### src/rtl/irsir_pkg.sv
package irsir_pkg;

    // bit cell and pulse timing
    localparam int unsigned TICKS_PER_BIT = 16;
    localparam int unsigned PHASE_W       = $clog2(TICKS_PER_BIT);
    localparam logic [PHASE_W-1:0] PHASE_LAST  = PHASE_W'(TICKS_PER_BIT - 1);
    localparam int unsigned NARROW_TICKS  = 3;
    localparam logic [PHASE_W-1:0] NARROW_LAST = PHASE_W'(NARROW_TICKS - 1);

    // clock-timed width selection
    localparam int unsigned SEL_W = 3;
    localparam int unsigned DIV_W = (1 << SEL_W) - 1;

    localparam int unsigned SYNC_STAGES = 2;

    typedef struct packed {
        logic               cell_on;
        logic [PHASE_W-1:0] phase;
        logic               pulse;
        logic               clk_timed;
        logic [DIV_W-1:0]   left;
    } tx_state_t;

    localparam tx_state_t TX_IDLE = '0;

    typedef struct packed {
        logic [SYNC_STAGES-1:0] sync;
        logic                   prev_act;
        logic                   hold;
        logic [PHASE_W-1:0]     cnt;
    } rx_state_t;

    localparam rx_state_t RX_IDLE = '{sync: '0, prev_act: 1'b1, hold: 1'b0, cnt: '0};

    // cycles remaining after the first one for a 2^sel wide pulse
    function automatic logic [DIV_W-1:0] clk_width_m1(input logic [SEL_W-1:0] sel);
        logic [DIV_W:0] w;
        w      = '0;
        w[sel] = 1'b1;
        return DIV_W'(w - (DIV_W + 1)'(1));
    endfunction

endpackage

### src/rtl/irsir_tx_encoder.sv
module irsir_tx_encoder
    import irsir_pkg::*;
(
    input  logic             clk,
    input  logic             rst_n,
    input  logic             enable,
    input  logic             tick,
    input  logic             txd,
    input  logic [SEL_W-1:0] width_sel,
    output logic             pulse
);

    tx_state_t q, d;
    logic      start;

    always_comb begin
        d     = q;
        start = 1'b0;

        // bit cell framing on the 16x tick
        if (tick) begin
            if (q.cell_on) begin
                if (q.phase == PHASE_LAST) begin
                    d.cell_on = 1'b0;
                    d.phase   = '0;
                    start     = !txd;
                end else begin
                    d.phase = q.phase + PHASE_W'(1);
                end
            end else begin
                start = !txd;
            end
        end

        // pulse termination
        if (q.pulse) begin
            if (q.clk_timed) begin
                if (q.left == '0) begin
                    d.pulse = 1'b0;
                end else begin
                    d.left = q.left - DIV_W'(1);
                end
            end else if (tick && q.phase == NARROW_LAST) begin
                d.pulse = 1'b0;
            end
        end

        // a 0 cell opens: capture the width code
        if (start) begin
            d.cell_on   = 1'b1;
            d.phase     = '0;
            d.pulse     = 1'b1;
            d.clk_timed = (width_sel != '0);
            d.left      = clk_width_m1(width_sel);
        end

        if (!enable) begin
            d = TX_IDLE;
        end
    end

    always_ff @(posedge clk or negedge rst_n) begin
        if (!rst_n) begin
            q <= TX_IDLE;
        end else begin
            q <= d;
        end
    end

    assign pulse = q.pulse;

endmodule

### src/rtl/irsir_rx_decoder.sv
module irsir_rx_decoder
    import irsir_pkg::*;
(
    input  logic clk,
    input  logic rst_n,
    input  logic enable,
    input  logic tick,
    input  logic ir_in,
    input  logic rx_invert,
    output logic hold
);

    rx_state_t q, d;
    logic      act;
    logic      rise;

    always_comb begin
        d      = q;
        d.sync = {q.sync[SYNC_STAGES-2:0], ir_in};
        act    = q.sync[SYNC_STAGES-1] ^ rx_invert;
        rise   = act && !q.prev_act;
        d.prev_act = act;

        // hold the line low for one bit period
        if (q.hold && tick) begin
            if (q.cnt == PHASE_LAST) begin
                d.hold = 1'b0;
                d.cnt  = '0;
            end else begin
                d.cnt = q.cnt + PHASE_W'(1);
            end
        end

        if (rise) begin
            d.hold = 1'b1;
            d.cnt  = '0;
        end

        // parked: treat input as already active so enabling makes no edge
        if (!enable) begin
            d.hold     = 1'b0;
            d.cnt      = '0;
            d.prev_act = 1'b1;
        end
    end

    always_ff @(posedge clk or negedge rst_n) begin
        if (!rst_n) begin
            q <= RX_IDLE;
        end else begin
            q <= d;
        end
    end

    assign hold = q.hold;

endmodule

### src/rtl/irsir_codec.sv
module irsir_codec (
    input  logic       clk,
    input  logic       rst_n,
    input  logic       enable,
    input  logic       baud_tick16,
    input  logic       uart_txd,
    input  logic       ir_rxd,
    input  logic [2:0] width_sel,
    input  logic       tx_invert,
    input  logic       rx_invert,
    output logic       ir_txd,
    output logic       uart_rxd
);

    logic tx_pulse;
    logic rx_hold;

    irsir_tx_encoder i_tx (
        .clk       (clk),
        .rst_n     (rst_n),
        .enable    (enable),
        .tick      (baud_tick16),
        .txd       (uart_txd),
        .width_sel (width_sel),
        .pulse     (tx_pulse)
    );

    irsir_rx_decoder i_rx (
        .clk       (clk),
        .rst_n     (rst_n),
        .enable    (enable),
        .tick      (baud_tick16),
        .ir_in     (ir_rxd),
        .rx_invert (rx_invert),
        .hold      (rx_hold)
    );

    assign ir_txd   = tx_pulse ^ tx_invert;
    assign uart_rxd = !rx_hold;

endmodule

### config.mk
export PLATFORM = sky130hd
export DESIGN_NAME = irsir_codec
export DESIGN_NICKNAME = d
export VERILOG_FILES = /design/src/rtl/irsir_pkg.sv /design/src/rtl/irsir_tx_encoder.sv /design/src/rtl/irsir_rx_decoder.sv /design/src/rtl/irsir_codec.sv
export SDC_FILE = /design/constraint.sdc
export NUM_CORES = 1
export LEC_CHECK = 0
export ABC_AREA = 1
export BUFFER_PORTS_ARGS = -buffer_cell sky130_fd_sc_hd__clkbuf_2
export CAP_MARGIN = 25
export CORE_ASPECT_RATIO = 0.8
export CORE_MARGIN = 4
export CORE_UTILIZATION = 40
export CTS_CLUSTER_DIAMETER = 50
export CTS_CLUSTER_SIZE = 28
export DETAILED_ROUTE_END_ITERATION = 7
export PLACE_DENSITY = 0.62
export SETUP_SLACK_MARGIN = 0.3
export SLEW_MARGIN = 20
export SYNTH_ARGS = -nofsm -noshare
export SYNTH_HDL_FRONTEND = slang
export SYNTH_SLANG_ARGS = --single-unit
### constraint.sdc
create_clock -name clk -period 3.8 [get_ports clk]
set_input_delay 0.95 -clock clk [delete_from_list [all_inputs] [get_ports clk]]
set_output_delay 0.95 -clock clk [all_outputs]
set_load 0.05 [all_outputs]
# Yosys cells after proc, flatten, opt, wreduce, memory -nomap -nowiden
# Cells that the tools add are included.
# op_classes
n_eq_ne	11
addsub	4
reduce_logical	12
magnitude_cmp	2
n_bitwise	2
muxes	23
# op_table
cell	count
14-bit 2-to-1 mux	2
7-bit 2-to-1 mux	3
5-bit 2-to-1 mux	4
3-bit by 1-bit != test with 1-bit output (second input constant)	6
7-bit by 1-bit subtractor with 7-bit output (second input constant)	2
1-bit 2-to-1 mux	10
4-bit by 1-bit adder with 4-bit output (second input constant)	2
4-bit equality test (second input constant)	2
4-bit 2-to-1 mux	2
7-bit logical NOT	1
6-bit 2-to-1 mux	1
4-bit by 2-bit equality test with 1-bit output (second input constant)	1
1-bit logical AND	4
3-bit by 4-bit < comparator with 1-bit output (second input constant)	1
2-bit AND reduction	2
1-bit demux with 3-bit select	1
3-bit by 1-bit greater-or-equal comparator with 1-bit output (second input constant)	1
1-bit logical NOT	3
3-bit by 2-bit != test with 1-bit output (second input constant)	1
3-bit AND reduction	1
3-bit nonzero test	1
2-bit by 1-bit != test with 1-bit output (second input constant)	1
1-bit XOR	2
# word_totals
inputBits	11
reg_bits	22
wordCells	63

# Longest topological paths before layout
# depth
word_depth	7
mapped_depth	13

# Cells and area by module
# A second synthesis with hierarchy kept.
# unflattened
cells_unflattened	181
area_unflattened_um2	1386.3
# by_module_without_submodules
module	seq_area_each_um2	n_inst	cells_per_inst	area_per_inst_um2
irsir_tx_encoder	350.3	1	136	994.7
irsir_rx_decoder	201.4	1	39	369.1
irsir_codec	0.0	1	6	22.5

# Worst setup path before layout
# OpenSTA, ideal clock, no wires.
# synth_path
path_type	in2out
start	in tx_invert
end	out ir_txd
setup_slack_ns	1.151
path_buffers	0
cell_stages	1
t_required_ns	2.850
arrival_ns	1.699
path_cell_list	xor2_1
# synth_via
elab_chain_len	1
# synth_lines
item	line	rtl
start: declaration	irsir_codec.sv:9	input logic tx_invert,
1-bit XOR	irsir_codec.sv:38	assign ir_txd = tx_pulse ^ tx_invert;
end: declaration	irsir_codec.sv:11	output logic ir_txd,
# No other way between the ends.

# Final worst setup path
# Same ends and word-level chain as after synthesis.

==> results by stage <==
Yosys:
- Dividing the synthesized area by the synthesized cell count gives approximately 7.5 µm².
- The area of the mapped netlist is 1430 µm².
- The Yosys warning count is 0.
- The gate count of the mapped netlist is 190.
- The number of distinct library cells after synthesis is 30.
- The number of nets produced by synthesis is about 210.
- The register area share after synthesis is 38.7%.
- The register bit count reported by yosys is 22.

Cells and area:
- Leaving out fill and tap cells, the most frequent cells in the layout are sky130_fd_sc_hd__nand2_1 (38), sky130_fd_sc_hd__nand3_1 (32), sky130_fd_sc_hd__inv_1 (28), sky130_fd_sc_hd__dfrtp_1 (21), sky130_fd_sc_hd__nor2_1 (15).
- The repair_antennas step left the layout with diodes totalling 0.
- The most common cell after layout, fill and taps aside is sky130_fd_sc_hd__nand2_1.
- At the end of the flow, the number of nets in the layout was about 220.
- In the final layout, the share of cells above drive strength 1 is ~15%.
- Compared with the post-synthesis result, the final layout area differs by 9.13%.

Drt:
- The total via count after detailed routing is ~1.2k.
- Wires add up to 2740 µm.
- The routed wire length per instance is ~11 µm.
- The first routing iteration left 73 violations.
- In the routed design, unresolved DRC markers number 0.
- The final antenna-violating net count is 0.
- The first detailed-routing pass ran for 4 iterations.
- Using the TritonRoute via totals, the vias-per-cell ratio works out to roughly 5.0.

Power:
- In this run switching power makes up 31.0% of total power.
- The part of the power in registers is around 48%.
- The internal portion of the total power is approximately 0.37 mW.
- The analysis attributes to net switching a power of about 0.16 mW.
- Of the total power, combinational logic draws between 20% and 30%.
- IR analysis of the VDD net gives a maximum drop of about 0.24 mV.
- The total power density per cell area is 342 nW/µm².
- The cell leakage power is ~0.8 nW.
- The total power is ~0.53 mW.
- The clock share of power is between 20% and 30%.

Floorplan:
- The floorplan has 19 rows.
- The die covers about 4600 µm².
- The starting density of the core is about two fifths.
- Pin placement for this block handled 13 I/O pins.
- The floorplan step defined a core boundary enclosing 3420 µm².
- The floorplan step set the die width to around 75 µm.
- The y dimension of the die is between 60 and 70 µm.

Clock network:
- After clock tree synthesis, the repair step resized 0 gates.
- Clock-pin slew was measured on the worst setup and hold paths at ~0.07 ns.
- The number of buffers created by CTS is 3.
- The library cell used as clock root buffer is sky130_fd_sc_hd__clkbuf_8.
- The clock reaches the later pin of the worst-skew pair after around 0.26 ns.
- In this run the post-CTS setup repair buffer count came out at 0.
- CTS built an H-tree with a depth of 1.
- The clock net in this run drives a total of 22 sinks.
- The clock passes through at most 2 buffers.
- TritonCTS built the clock tree.
- The number of buffers inserted by hold repair at cts is 0.

Timing:
- Summed over all failing endpoints, the final setup total negative slack is 0 ns.
- Clock skew on the completed layout was measured at about 0.009 ns.
- The transition time at the pin with the least slew margin is 0.537 ns.
- For this run, the top clock speed supported by timing is approximately 420 MHz.
- Once routing completed, OpenROAD measured the worst setup slack at 1.40 ns.
- The worst relative slew slack is around 64%.
- Setup repair after global routing left no endpoint under its margin.
- The setup violation total in the final timing report is 0.
- The routed design could run at a clock period as short as 2.40 ns.
- The final count of pins violating max slew is 0.
- The total count of hold-check failures in the final report came to 0.
- Dividing the final minimum period by the clock period gives between 60 and 70%.
- On the final layout, the worst hold slack is roughly 0.36 ns.

Global routing:
- The pin count of the biggest net entering global routing is 23.
- The via count of the first global-routing pass came to 1055.
- The number of antenna violations at the first check in global routing came to 0.
- The first global-routing pass estimated 4690 µm of wire.
- Global routing finished with a remaining overflow of 0.
- The total global routing track utilization is between 10% and 20%.

Setup path:
- Measured in cells, the most critical reg-to-reg path has a length of 12.
- The dominant cell type by count on the critical path is sky130_fd_sc_hd__clkbuf_2.
- STA classifies the critical path startpoint as an input port.
- STA classifies the critical path endpoint as a primary output.
- For the worst setup path, the data arrival time is ~1.5 ns.
- In this run the worst path has a maximum fanout of 1.
- The critical-path cell with the highest stage delay is sky130_fd_sc_hd__clkbuf_2.
- On the worst path, the slowest cell contributes a delay of between 0.2 and 0.3 ns.
- The startpoint identified for the worst register-to-register timing path is i_tx.q[10]$_DFFE_PN0P_.
- The critical path goes through clkbuf_2, xor2_1, clkbuf_2.
- The critical path in this run is classified as in -> out.
- The flop-to-flop setup slack is 1.71 ns.
- STA puts the critical path data required time at about 2.9 ns.
- In this run the critical register-to-register path is captured at i_tx.q[4]$_DFFE_PN0P_.

Hold path:
- In this run the worst hold path is classified as reg -> reg.
- The end point of the most critical hold path is i_rx.q[7]$_DFF_PN0_.
- The worst hold path was traced through 0 stages.
- The worst hold path begins at i_rx.d[7]$_DFF_PN0_.

Outcome:
- The flow ran to the end, and the final reports show no timing, DRC or antenna violations.

Placement:
- OpenSTA, run right after detailed placement, puts the worst setup slack at between 1 and 1.5 ns.
- The number of buffer cells added on primary ports is 12.
- The weighted congestion at the end of routability-driven global placement is between 0.8 and 0.9.
- The placed wire-length estimate is 2160 µm.

Flow run:
- The max-cap violation count is 0.
## critical path, delay by kind of cell
kind	cells	cell delay [ns]
buf+inv	2	0.37
xor+xnor	1	0.13
## logic make-up (layout without fill, tap and decap cells)
family | Yosys count | count (layout) | synth area share, %
xor+xnor | 2 | 2 | 1.23
flops | 22 | 22 | 38.7
compound gates | 28 | 28 | 11.5
simple gates | 101 | 101 | 34.7
fa+ha+maj | 4 | 4 | 3.51
mux | 1 | 1 | 0.790
buf+inv | 32 | 45 | 9.57
## state kept, by name, indices dropped and copies added, names as in the netlist
name        count
i_tx.q         13
i_rx.q          6
i_rx.d          1
i_rx.hold       1
i_tx.pulse      1
## power by group through the flow
| stage | combinational, mW | sequential (mW) | clock (mW) |
|---|---|---|---|
| 2_1_floorplan | 0.104 | 0.259 | 0 |
| 5_1_grt | 0.152 | 0.258 | 0.161 |
| 6_report | 0.132 | 0.256 | 0.143 |
| 3_3_place_gp | 0.134 | 0.261 | 0 |
| 3_5_place_dp | 0.133 | 0.261 | 0 |
| 4_1_cts | 0.134 | 0.256 | 0.151 |
## cell usage after synthesis
library cell               count  area [µm²]
sky130_fd_sc_hd__buf_2         1        5.00
sky130_fd_sc_hd__buf_6         2        22.5
sky130_fd_sc_hd__dfrtp_1      21         526
sky130_fd_sc_hd__a21oi_1       7        35.0
sky130_fd_sc_hd__o211ai_1      1        7.51
sky130_fd_sc_hd__a31oi_1       1        6.26
sky130_fd_sc_hd__dfstp_2       1        26.3
sky130_fd_sc_hd__nand3_2       1        10.0
sky130_fd_sc_hd__ha_1          4        50.1
sky130_fd_sc_hd__nand3b_1      1        7.51
sky130_fd_sc_hd__o22ai_1       3        18.8
sky130_fd_sc_hd__o21ai_0      10        50.1
sky130_fd_sc_hd__o21ai_1       3        15.0
sky130_fd_sc_hd__nand4_1       1        6.26
sky130_fd_sc_hd__a21oi_4       1        16.3
sky130_fd_sc_hd__nor2_1       15        56.3
sky130_fd_sc_hd__inv_1        28         105
sky130_fd_sc_hd__xor2_1        2        17.5
sky130_fd_sc_hd__or2_2         1        6.26
sky130_fd_sc_hd__inv_2         1        3.75
sky130_fd_sc_hd__nor2_4        2        22.5
sky130_fd_sc_hd__nand2_4       2        22.5
sky130_fd_sc_hd__a21o_1        1        7.51
sky130_fd_sc_hd__nand2_2       4        25.0
sky130_fd_sc_hd__mux2_2        1        11.3
sky130_fd_sc_hd__nand3_1      32         160
sky130_fd_sc_hd__nand2_1      38         143
sky130_fd_sc_hd__nor2_8        1        20.0
sky130_fd_sc_hd__nor3_1        3        15.0
sky130_fd_sc_hd__o21bai_1      1        7.51
## layer usage
| layer | wire (µm) | vias up | track usage (%) |
|---|---|---|---|
| met3 | 137 | 4 | 3.75 |
| li1 | - | 647 | - |
| met1 | 1490 | 539 | 21.3 |
| met4 | 12 | 0 | 2.28 |
| met5 | 0 | - | 0 |
| met2 | 1100 | 24 | 18.4 |
## per-stage QoR
step                      cell area (µm²)  utilization (%)  cells
after floorplan                      1430                -    190
after global placement               1510             44.1    241
after detailed placement             1510             44.1    241
after CTS                            1560             45.4    245
after global routing                 1560             45.4    245
final                                1560             45.4    245
## worst max path at each step
stage / slack (ns) / from / to
after floorplan: 1.15 / tx_invert / ir_txd
after global placement: 1.39 / tx_invert / ir_txd
after detailed placement: 1.39 / baud_tick16 / i_tx.q[2]$_DFFE_PN0P_
after CTS: 1.39 / tx_invert / ir_txd
after global routing: 1.34 / tx_invert / ir_txd
final: 1.40 / tx_invert / ir_txd
## area by class of cell
cell class / count / area (µm²)
Timing Repair Buffer: 12 / 60.1
Inverter: 29 / 109
Sequential cell: 22 / 552
Tap cell: 42 / 52.6
Clock buffer: 4 / 45.0
Fill cell: 376 / 1870
Multi-Input combinational cell: 136 / 737
No activity file was read; power rests on OpenSTA's default activity.
